## src/rtl/lts_pkg.sv

```systemverilog
package lts_pkg;
  localparam int LVL_W = 2;
  localparam int ADDR_W = 16;
  localparam logic [ADDR_W-1:0] DRIVE_BASE = 16'h0103;
  localparam logic [ADDR_W-1:0] PC_BASE = 16'h010F;
  localparam logic [ADDR_W-1:0] PAT_ADDR = 16'h0102;
  localparam int SCRAMBLE_OFF_BIT = 5;
  localparam int PC_HI_SHIFT = 4;
  localparam int PE_SHIFT = 3;
  localparam logic [7:0] REV_MIN = 8'h12;
  localparam logic [7:0] RATE_FAST = 8'h14;

  typedef enum logic [1:0] {ST_IDLE, ST_REQ, ST_WAIT} seq_state_t;

  function automatic logic [7:0] drive_byte(input logic [LVL_W-1:0] sw,
                                            input logic [LVL_W-1:0] pe);
    return 8'(sw) | (8'(pe) << PE_SHIFT);
  endfunction

  function automatic logic [7:0] pc_pair(input logic [LVL_W-1:0] lo,
                                         input logic [LVL_W-1:0] hi,
                                         input logic hi_used);
    return 8'(lo) | (hi_used ? (8'(hi) << PC_HI_SHIFT) : 8'h00);
  endfunction

  function automatic logic [7:0] pattern_byte(input logic [1:0] code);
    logic [7:0] b;
    b = 8'(code);
    if (code != 2'd0) b[SCRAMBLE_OFF_BIT] = 1'b1;
    return b;
  endfunction

  function automatic logic pc_allowed(input logic [7:0] rev, input logic [7:0] rate);
    return (rev >= REV_MIN) && (rate == RATE_FAST);
  endfunction
endpackage

```

## src/rtl/lts_plan.sv

```systemverilog
module lts_plan #(
  parameter int LANES = 4,
  parameter int CW = 3
) (
  input  logic [1:0]    lane_mode,
  input  logic          pc_en,
  output logic [CW-1:0] n_drive,
  output logic [CW-1:0] n_pc,
  output logic [CW-1:0] last_idx
);
  always_comb begin
    case (lane_mode)
      2'd0:    n_drive = CW'(1);
      2'd1:    n_drive = CW'(2);
      default: n_drive = CW'(LANES);
    endcase
    n_pc = pc_en ? ((n_drive + CW'(1)) >> 1) : '0;
    last_idx = n_drive + n_pc;
  end
endmodule

```

## src/rtl/lts_byte_sel.sv

```systemverilog
module lts_byte_sel
  import lts_pkg::*;
#(
  parameter int LANES = 4,
  parameter int CW = 3
) (
  input  logic [CW-1:0]          idx,
  input  logic [CW-1:0]          n_drive,
  input  logic [CW-1:0]          n_pc,
  input  logic [LANES*LVL_W-1:0] swing,
  input  logic [LANES*LVL_W-1:0] preemph,
  input  logic [LANES*LVL_W-1:0] postcur,
  input  logic [1:0]             pattern,
  output logic [ADDR_W-1:0]      addr,
  output logic [7:0]             data
);
  localparam int PAIRS = (LANES + 1) / 2;
  localparam int LW = (LANES > 1) ? $clog2(LANES) : 1;
  localparam int PW = (PAIRS > 1) ? $clog2(PAIRS) : 1;

  logic [7:0] drv_b [LANES];
  logic [7:0] pc_b  [PAIRS];
  logic [CW-1:0] pc_off;

  for (genvar g = 0; g < LANES; g++) begin : g_drv
    assign drv_b[g] = drive_byte(swing[g*LVL_W +: LVL_W], preemph[g*LVL_W +: LVL_W]);
  end

  for (genvar p = 0; p < PAIRS; p++) begin : g_pc
    if (2*p + 1 < LANES) begin : g_two
      assign pc_b[p] = pc_pair(postcur[(2*p)*LVL_W +: LVL_W],
                               postcur[(2*p+1)*LVL_W +: LVL_W],
                               CW'(2*p + 1) < n_drive);
    end else begin : g_one
      assign pc_b[p] = pc_pair(postcur[(2*p)*LVL_W +: LVL_W], '0, 1'b0);
    end
  end

  assign pc_off = idx - n_drive;

  always_comb begin
    if (idx < n_drive) begin
      addr = DRIVE_BASE + ADDR_W'(idx);
      data = drv_b[idx[LW-1:0]];
    end else if (pc_off < n_pc) begin
      addr = PC_BASE + ADDR_W'(pc_off);
      data = pc_b[pc_off[PW-1:0]];
    end else begin
      addr = PAT_ADDR;
      data = pattern_byte(pattern);
    end
  end
endmodule

```

## src/rtl/lts_ctrl.sv

```systemverilog
module lts_ctrl
  import lts_pkg::*;
#(
  parameter int CW = 3
) (
  input  logic          clk,
  input  logic          rst_n,
  input  logic          start,
  input  logic [CW-1:0] last_idx,
  input  logic          wr_ready,
  input  logic          wr_ack,
  input  logic          wr_err,
  output logic [CW-1:0] idx,
  output logic          take,
  output logic          wr_valid,
  output logic          busy,
  output logic          done,
  output logic          error
);
  seq_state_t state;
  logic fin_ok, fin_bad, step;

  assign take     = (state == ST_IDLE) && start;
  assign wr_valid = (state == ST_REQ);
  assign busy     = (state != ST_IDLE);
  assign fin_bad  = (state == ST_WAIT) && wr_ack && wr_err;
  assign fin_ok   = (state == ST_WAIT) && wr_ack && !wr_err && (idx == last_idx);
  assign step     = (state == ST_WAIT) && wr_ack && !wr_err && (idx != last_idx);

  always_ff @(posedge clk or negedge rst_n) begin
    if (!rst_n) begin
      state <= ST_IDLE;
      idx   <= '0;
      done  <= 1'b0;
      error <= 1'b0;
    end else begin
      done  <= fin_ok;
      error <= fin_bad;
      case (state)
        ST_IDLE: if (take) begin
          state <= ST_REQ;
          idx   <= '0;
        end
        ST_REQ: if (wr_ready) state <= ST_WAIT;
        ST_WAIT: begin
          if (fin_bad || fin_ok) state <= ST_IDLE;
          else if (step) begin
            idx   <= idx + CW'(1);
            state <= ST_REQ;
          end
        end
        default: state <= ST_IDLE;
      endcase
    end
  end
endmodule

```

## src/rtl/lt_write_seq.sv

```systemverilog
module lt_write_seq
  import lts_pkg::*;
#(
  parameter int LANES = 4
) (
  input  logic                   clk,
  input  logic                   rst_n,
  input  logic                   start,
  input  logic [1:0]             lane_mode,
  input  logic [LANES*LVL_W-1:0] swing_lvl,
  input  logic [LANES*LVL_W-1:0] preemph_lvl,
  input  logic [LANES*LVL_W-1:0] postcur_lvl,
  input  logic [1:0]             pattern_sel,
  input  logic [7:0]             sink_rev,
  input  logic [7:0]             rate_code,
  output logic                   wr_valid,
  output logic [ADDR_W-1:0]      wr_addr,
  output logic [7:0]             wr_data,
  input  logic                   wr_ready,
  input  logic                   wr_ack,
  input  logic                   wr_err,
  output logic                   busy,
  output logic                   done,
  output logic                   error
);
  localparam int CW = $clog2(LANES + (LANES + 1) / 2 + 1);

  logic [1:0]             mode_q;
  logic [LANES*LVL_W-1:0] swing_q, preemph_q, postcur_q;
  logic [1:0]             pat_q;
  logic                   pc_en_q;
  logic                   seq_take;
  logic [CW-1:0]          idx, n_drive, n_pc, last_idx;

  always_ff @(posedge clk or negedge rst_n) begin
    if (!rst_n) begin
      mode_q    <= '0;
      swing_q   <= '0;
      preemph_q <= '0;
      postcur_q <= '0;
      pat_q     <= '0;
      pc_en_q   <= 1'b0;
    end else if (seq_take) begin
      mode_q    <= lane_mode;
      swing_q   <= swing_lvl;
      preemph_q <= preemph_lvl;
      postcur_q <= postcur_lvl;
      pat_q     <= pattern_sel;
      pc_en_q   <= pc_allowed(sink_rev, rate_code);
    end
  end

  lts_plan #(.LANES(LANES), .CW(CW)) u_plan (
    .lane_mode(mode_q), .pc_en(pc_en_q),
    .n_drive(n_drive), .n_pc(n_pc), .last_idx(last_idx)
  );

  lts_byte_sel #(.LANES(LANES), .CW(CW)) u_sel (
    .idx(idx), .n_drive(n_drive), .n_pc(n_pc),
    .swing(swing_q), .preemph(preemph_q), .postcur(postcur_q),
    .pattern(pat_q), .addr(wr_addr), .data(wr_data)
  );

  lts_ctrl #(.CW(CW)) u_ctrl (
    .clk(clk), .rst_n(rst_n), .start(start), .last_idx(last_idx),
    .wr_ready(wr_ready), .wr_ack(wr_ack), .wr_err(wr_err),
    .idx(idx), .take(seq_take), .wr_valid(wr_valid),
    .busy(busy), .done(done), .error(error)
  );
endmodule

```

## config.mk

```make
export PLATFORM = sky130hd
export DESIGN_NAME = lt_write_seq
export DESIGN_NICKNAME = d
export VERILOG_FILES = /design/src/rtl/lts_pkg.sv /design/src/rtl/lts_plan.sv /design/src/rtl/lts_byte_sel.sv /design/src/rtl/lts_ctrl.sv /design/src/rtl/lt_write_seq.sv
export SDC_FILE = /design/constraint.sdc
export NUM_CORES = 1
export LEC_CHECK = 0
export ABC_AREA = 1
export CORE_AREA = 2 2 94 96
export CTS_CLUSTER_SIZE = 16
export DETAILED_ROUTE_END_ITERATION = 8
export DIE_AREA = 0 0 96 98
export SYNTH_ARGS = -nofsm -noshare
export SYNTH_HDL_FRONTEND = slang
export SYNTH_HIERARCHICAL = 1
export SYNTH_SLANG_ARGS = --single-unit
export TNS_END_PERCENT = 10
```

## constraint.sdc

```tcl
create_clock -name clk -period 7.6 [get_ports clk]
set_input_delay 2.28 -clock clk [delete_from_list [all_inputs] [get_ports clk]]
set_output_delay 2.28 -clock clk [all_outputs]
set_load 0.1 [all_outputs]
```

==> results_dict.tcl, run 1 <==
set metrics [dict create \
    max_cap_viol_count 0 \
    clockRootBuffer "clkbuf_8" \
    yosysWarningCount 6 \
    antenna_cells 0 \
    hold_viol 0 \
    cp_common_cell "ha_1" \
    synth_cell_type_count 31 \
    r2r_cells 15 \
    path_clk_slew_ns 0.08 \
    cts_sinks 36 \
    first_pass_iters 4 \
    grt_start_max_net_pins 37 \
    crit_chain "inv_2, ha_1, fa_1, inv_1, ha_1, a21oi_2, nand2_2, nand2_4, nand3_1, o21ai_0, clkdlybuf4s50_1" \
    worst_pin_slew_ns 0.972 \
    io_buffers 62 \
    maxClockFrequency_mhz 156 \
    regToRegEndpoint "u_ctrl/idx[1]$_DFFE_PN0P_" \
    whs_path_depth 2 \
    max_stage_delay_ns 1.20 \
    rows 34 \
    drt-total-wl_mm 5.62 \
    post_cts_buffers 0 \
    cts_buffers 5 \
    dp_hpwl_mm 4.38 \
    synth_cells 340 \
    io_pins 78 \
    cts_resized 0 \
    drive_gt1_share_pct 10.5 \
    synth_top_cells_by_area "dfrtp_1, nand2_1, buf_4" \
    ys_seq_area_share_pct 36.8 \
    holdPathEnd "swing_q[2]$_DFFE_PN0P_" \
    finalNonFillerCells 508 \
    syn_area_per_cell_um2 7.19 \
    die_w_um 96 \
    tns_ns 0 \
    clock_skew_ns 0.00697 \
    grt_pass1_wl_mm 9.86 \
    crit_type "reg2out" \
    fp.dieH_um 98 \
    finalCriticalPeriod_ns 6.43 \
    synth_seq_cells 36 \
    track_usage_pct 13.1 \
    slew_headroom_pct 35.0 \
    ant_nets 0 \
    core_mm2 0.00847 \
    drv_slew 0 \
    dpl.cell_count 500 \
    r2r_slack_ns 5.57 \
    routedWlPerCell_um 11.1 \
    worst_ep_arrival_time_ns 4.15 \
    fin_nets 459 \
    vias 2172 \
    htreeDepth 2 \
    fin_crit_sh_pct 84.6 \
    synth_commonest_cells "nand2_1, dfrtp_1, inv_1" \
    regToRegStartpoint "mode_q[1]$_DFFE_PN0P_" \
    critPathMaxFanout 15 \
    synth_enable_flop_cells 0 \
    async_flop_share_pct 100 \
    yosysTopAreaCell "dfrtp_1" \
    start_util_pct 28.9 \
    fin_hold_ws_ns 0.471 \
    fillers 904 \
    die-area_mm2 0.00941 \
    worstPathRequired_ns 5.32 \
    drtIter0Drc 105 \
    drc 0 \
    hold_class "reg2reg" \
    finish.utilization_pct 37.3 \
    grt_pass1_vias 2142 \
    syn2layout_area_growth_pct 29.2 \
    status "complete, no violations" \
    setup_viol 0 \
    dominantRegCellSynth "dfrtp_1" \
    cts_tree "done" \
    critPathLaunchType "flip-flop" \
    critical_path.slowest_cell "clkdlybuf4s50_1" \
    place.gp.congestion 0.856 \
    grt_setup_unrepaired "no" \
    cts_buffer_depth 2 \
    vias_per_cell 4.28 \
    synth_area_mm2 0.00244 \
    clk_latency_ns 0.29 \
    antenna_found_initial 0 \
    cp-end-kind "primary output" \
    yosysMostFrequentCell "nand2_1" \
    synth_top_area_share_pct 36.8 \
    min-delay-start "swing_q[2]$_DFFE_PN0P_" \
    hold_buffers 0 \
    overflow 0 \
]
## critical path, delay by kind of cell, from the launching register on
family	cells	cell delay [ns]
AO/OA/AOI/OAI	2	0.29
buffers and inverters	3	1.49
flip-flops	1	0.69
adder cells (fa/ha/maj)	3	1.10
AND/OR/NAND/NOR	3	0.28
## routing by layer
metal  vias up  track usage, %  part of all wire (%)
met5         -               0                     0
met4         0            3.30                  0.52
met3         2            2.85                   5.4
met2        48            22.6                    50
met1       994            16.4                    44
li1       1128               -                     -
## cell type report
class,instances,area (um^2),area share [%]
clock inverter,1,7.51,0.238
multi-input combinational,255,1260,39.8
inverter,38,148,4.67
clock buffer,7,86.3,2.73
timing repair buffer,63,623,19.7
sequential,36,901,28.5
tap,108,135,4.28
## metrics by stage
step | setup WS, ns | area [um^2]
2_1_floorplan | 1.60 | 2490
3_3_place_gp | 1.51 | 3070
3_5_place_dp | 1.52 | 3070
4_1_cts | 1.20 | 3160
5_1_grt | 1.04 | 3160
6_report | 1.17 | 3160
## how the worst max path moves through the flow
stage | start | to
after floorplan | mode_q[1]$_DFFE_PN0P_ | wr_addr[3]
final | u_ctrl/idx[0]$_DFFE_PN0P_ | wr_addr[3]
after detailed placement | u_ctrl/idx[0]$_DFFE_PN0P_ | wr_addr[3]
after CTS | u_ctrl/idx[0]$_DFFE_PN0P_ | wr_addr[3]
after global routing | u_ctrl/idx[0]$_DFFE_PN0P_ | wr_addr[3]
after global placement | u_ctrl/idx[0]$_DFFE_PN0P_ | wr_addr[3]
## placed cells by master (no fill, tap or decap), drive strengths merged
master         Yosys  layout
nor2              39      39
nand3             13      13
dfrtp             36      36
clkdlybuf4s50      0      61
a21oi              5       5
o32ai              1       1
clkbuf             0       7
nor3               3       3
xnor2              3       3
inv               38      38
fa                 1       1
buf               23       2
mux2i              1       1
o211ai             2       2
nand2            146     146
o21ai             14      14
clkinvlp           0       1
conb               3      15
ha                 9       9
o22ai              3       3
## state kept, by name, summed over array words and instances, names as in the netlist
register	flops
postcur_q	8
preemph_q	8
swing_q	8
u_ctrl/idx	3
mode_q	2
pat_q	2
u_ctrl/state	2
pc_en_q	1
u_ctrl/done	1
u_ctrl/error	1
## kinds of logic after synthesis
group	synth area share, %
muxes	0.409
adders and majority gates	5.42
DFF	36.8
and+or+nand+nor	36.0
other	0.461
xor gates and xnor gates	1.07
buffers and inverters	13.5
AOI/OAI and AO/OA	6.24
Power of run 1 is left out: the tool's default activity adds up to more than one toggle a clock period on the data nets, which glitch-free logic cannot reach.
==> run 2, diff against run 1 <==
- clock period: 7.6 -> 6.2 ns (I/O delays scaled with it)
==> run 2 against run 1 <==
Compared with the run above:
- die area is the same
- cell area shrank 0.91%
- critical path depth stayed put
- non-clock buffer count did not move
- worst setup slack lost 0.27 ns
- first-iteration DRC count down 35%
- via count fell by 1.6%
- register-to-register slack got worse by 1.4 ns
- largest cell class unchanged
- highest routed layer unchanged
==> results_dict.tcl, run 2 (synthesis results as in run 1) <==
set metrics [dict create \
    status "complete, no violations" \
    fin_nets 459 \
    drc 0 \
    vias_per_cell 4.21 \
    critPathLaunchType "flip-flop" \
    grt_start_max_net_pins 37 \
    worst_ep_arrival_time_ns 3.44 \
    drv_slew 0 \
    path_clk_slew_ns 0.08 \
    max_stage_delay_ns 1.17 \
    antenna_found_initial 0 \
    fp.dieH_um 98 \
    fillers 917 \
    worst_pin_slew_ns 0.985 \
    io_buffers 62 \
    dp_hpwl_mm 4.33 \
    cts_buffer_depth 2 \
    holdPathEnd "preemph_q[6]$_DFFE_PN0P_" \
    worstPathRequired_ns 4.34 \
    slew_headroom_pct 34.1 \
    clk_latency_ns 0.29 \
    place.gp.congestion 0.915 \
    ant_nets 0 \
    overflow 0 \
    grt_pass1_vias 2066 \
    critical_path.slowest_cell "clkdlybuf4s50_1" \
    min-delay-start "preemph_q[6]$_DFFE_PN0P_" \
    cts_resized 0 \
    hold_class "reg2reg" \
    clock_skew_ns 0.00830 \
    r2r_cells 15 \
    layout_commonest_cell "nand2_1" \
    critPathMaxFanout 8 \
    finalCriticalPeriod_ns 5.30 \
    post_cts_buffers 0 \
    cts_tree "done" \
    setup_viol 0 \
    crit_type "reg2out" \
    clockRootBuffer "clkbuf_8" \
    grt_setup_unrepaired "no" \
    fin_crit_sh_pct 85.4 \
    regToRegStartpoint "mode_q[1]$_DFFE_PN0P_" \
    rows 34 \
    die-area_mm2 0.00941 \
    cts_sinks 36 \
    crit_chain "nor2_4, inv_1, ha_1, inv_1, ha_1, nand2_1, nand2_2, nor2_4, inv_6, a21oi_1, clkdlybuf4s50_1" \
    track_usage_pct 12.9 \
    regToRegEndpoint "u_ctrl/idx[1]$_DFFE_PN0P_" \
    whs_path_depth 2 \
    grt_pass1_wl_mm 9.57 \
    antenna_cells 0 \
    syn2layout_area_growth_pct 28.0 \
    start_util_pct 28.9 \
    die_w_um 96 \
    hold_viol 0 \
    cp-end-kind "primary output" \
    io_pins 78 \
    max_cap_viol_count 0 \
    drtIter0Drc 68 \
    reg.largest.list "postcur_q x8, preemph_q x8, swing_q x8" \
    routedWlPerCell_um 11.1 \
    core_mm2 0.00847 \
    cts_buffers 5 \
    final_cell_mix "nand2_1, clkdlybuf4s50_1, dfrtp_1" \
    tns_ns 0 \
    drive_gt1_share_pct 13.0 \
    first_pass_iters 4 \
    r2r_slack_ns 4.19 \
    htreeDepth 2 \
    hold_buffers 0 \
    maxClockFrequency_mhz 189 \
    drt-total-wl_mm 5.64 \
    vias 2137 \
]
==> run 2: cell types whose count changed in the layout (fill, tap and decap cells not counted), sizes merged <==
cell,delta
clkinvlp,-1
buf,+9
clkdlybuf4s50,-9
clkinv,+3
clkbuf,-2
==> run 2: per-stage QoR <==
stage	util, %	setup slack (ns)	instance area, um^2	instances	hold slack [ns]
after floorplan	-	0.620	2490	352	0.437
after global placement	35.9	1.22	3040	500	0.449
after detailed placement	35.9	1.22	3040	500	0.454
after CTS	37.0	0.881	3130	508	0.475
after global routing	37.0	0.703	3130	508	0.495
final	37.0	0.903	3130	508	0.469
==> run 2: area by class of cell <==
type                            count  area [um^2]  area share [%]
Timing Repair Buffer               63          601            19.2
Clock buffer                        5         68.8            2.20
Inverter                           38          148            4.72
Clock inverter                      3         18.8           0.600
Sequential cell                    36          901            28.8
Tap cell                          108          135            4.32
Multi-Input combinational cell    255         1260            40.2
==> run 2: worst max-delay path: cells and delay by family (launching register included) <==
kind / cells / cell delay [ns]
AND/OR/NAND/NOR: 4 / 0.60
buffers and inverters: 4 / 1.43
flip-flops: 1 / 0.43
adder cells (fa/ha/maj): 2 / 0.52
AO/OA/AOI/OAI: 1 / 0.16
==> run 2: routing by layer <==
metal	vias up	routed length [um]	global-route usage, %	part of all wire [%]
met2	38	2860	22.2	51
met1	970	2490	15.9	44
met3	5	241	3.01	4.3
met5	-	0	0	0
li1	1124	-	-	-
met4	0	47	3.30	0.83
==> run 2: how the worst max path moves through the flow <==
stage	start	end	cells after the start
4_1_cts	mode_q[1]$_DFFE_PN0P_	wr_data[3]	11
3_3_place_gp	mode_q[1]$_DFFE_PN0P_	wr_data[3]	11
2_1_floorplan	mode_q[1]$_DFFE_PN0P_	wr_addr[3]	10
6_report	mode_q[1]$_DFFE_PN0P_	wr_data[3]	11
3_5_place_dp	mode_q[1]$_DFFE_PN0P_	wr_data[3]	11
5_1_grt	mode_q[0]$_DFFE_PN0P_	wr_data[3]	12
Power of run 2 is left out for the same reason.
==> run 3, diff against run 2 <==
- SLEW_MARGIN: default -> 5
==> results of run 3 <==
No change in the layout: final DEF, timing and power equal those of run 2.
Power of run 3 is left out for the same reason.
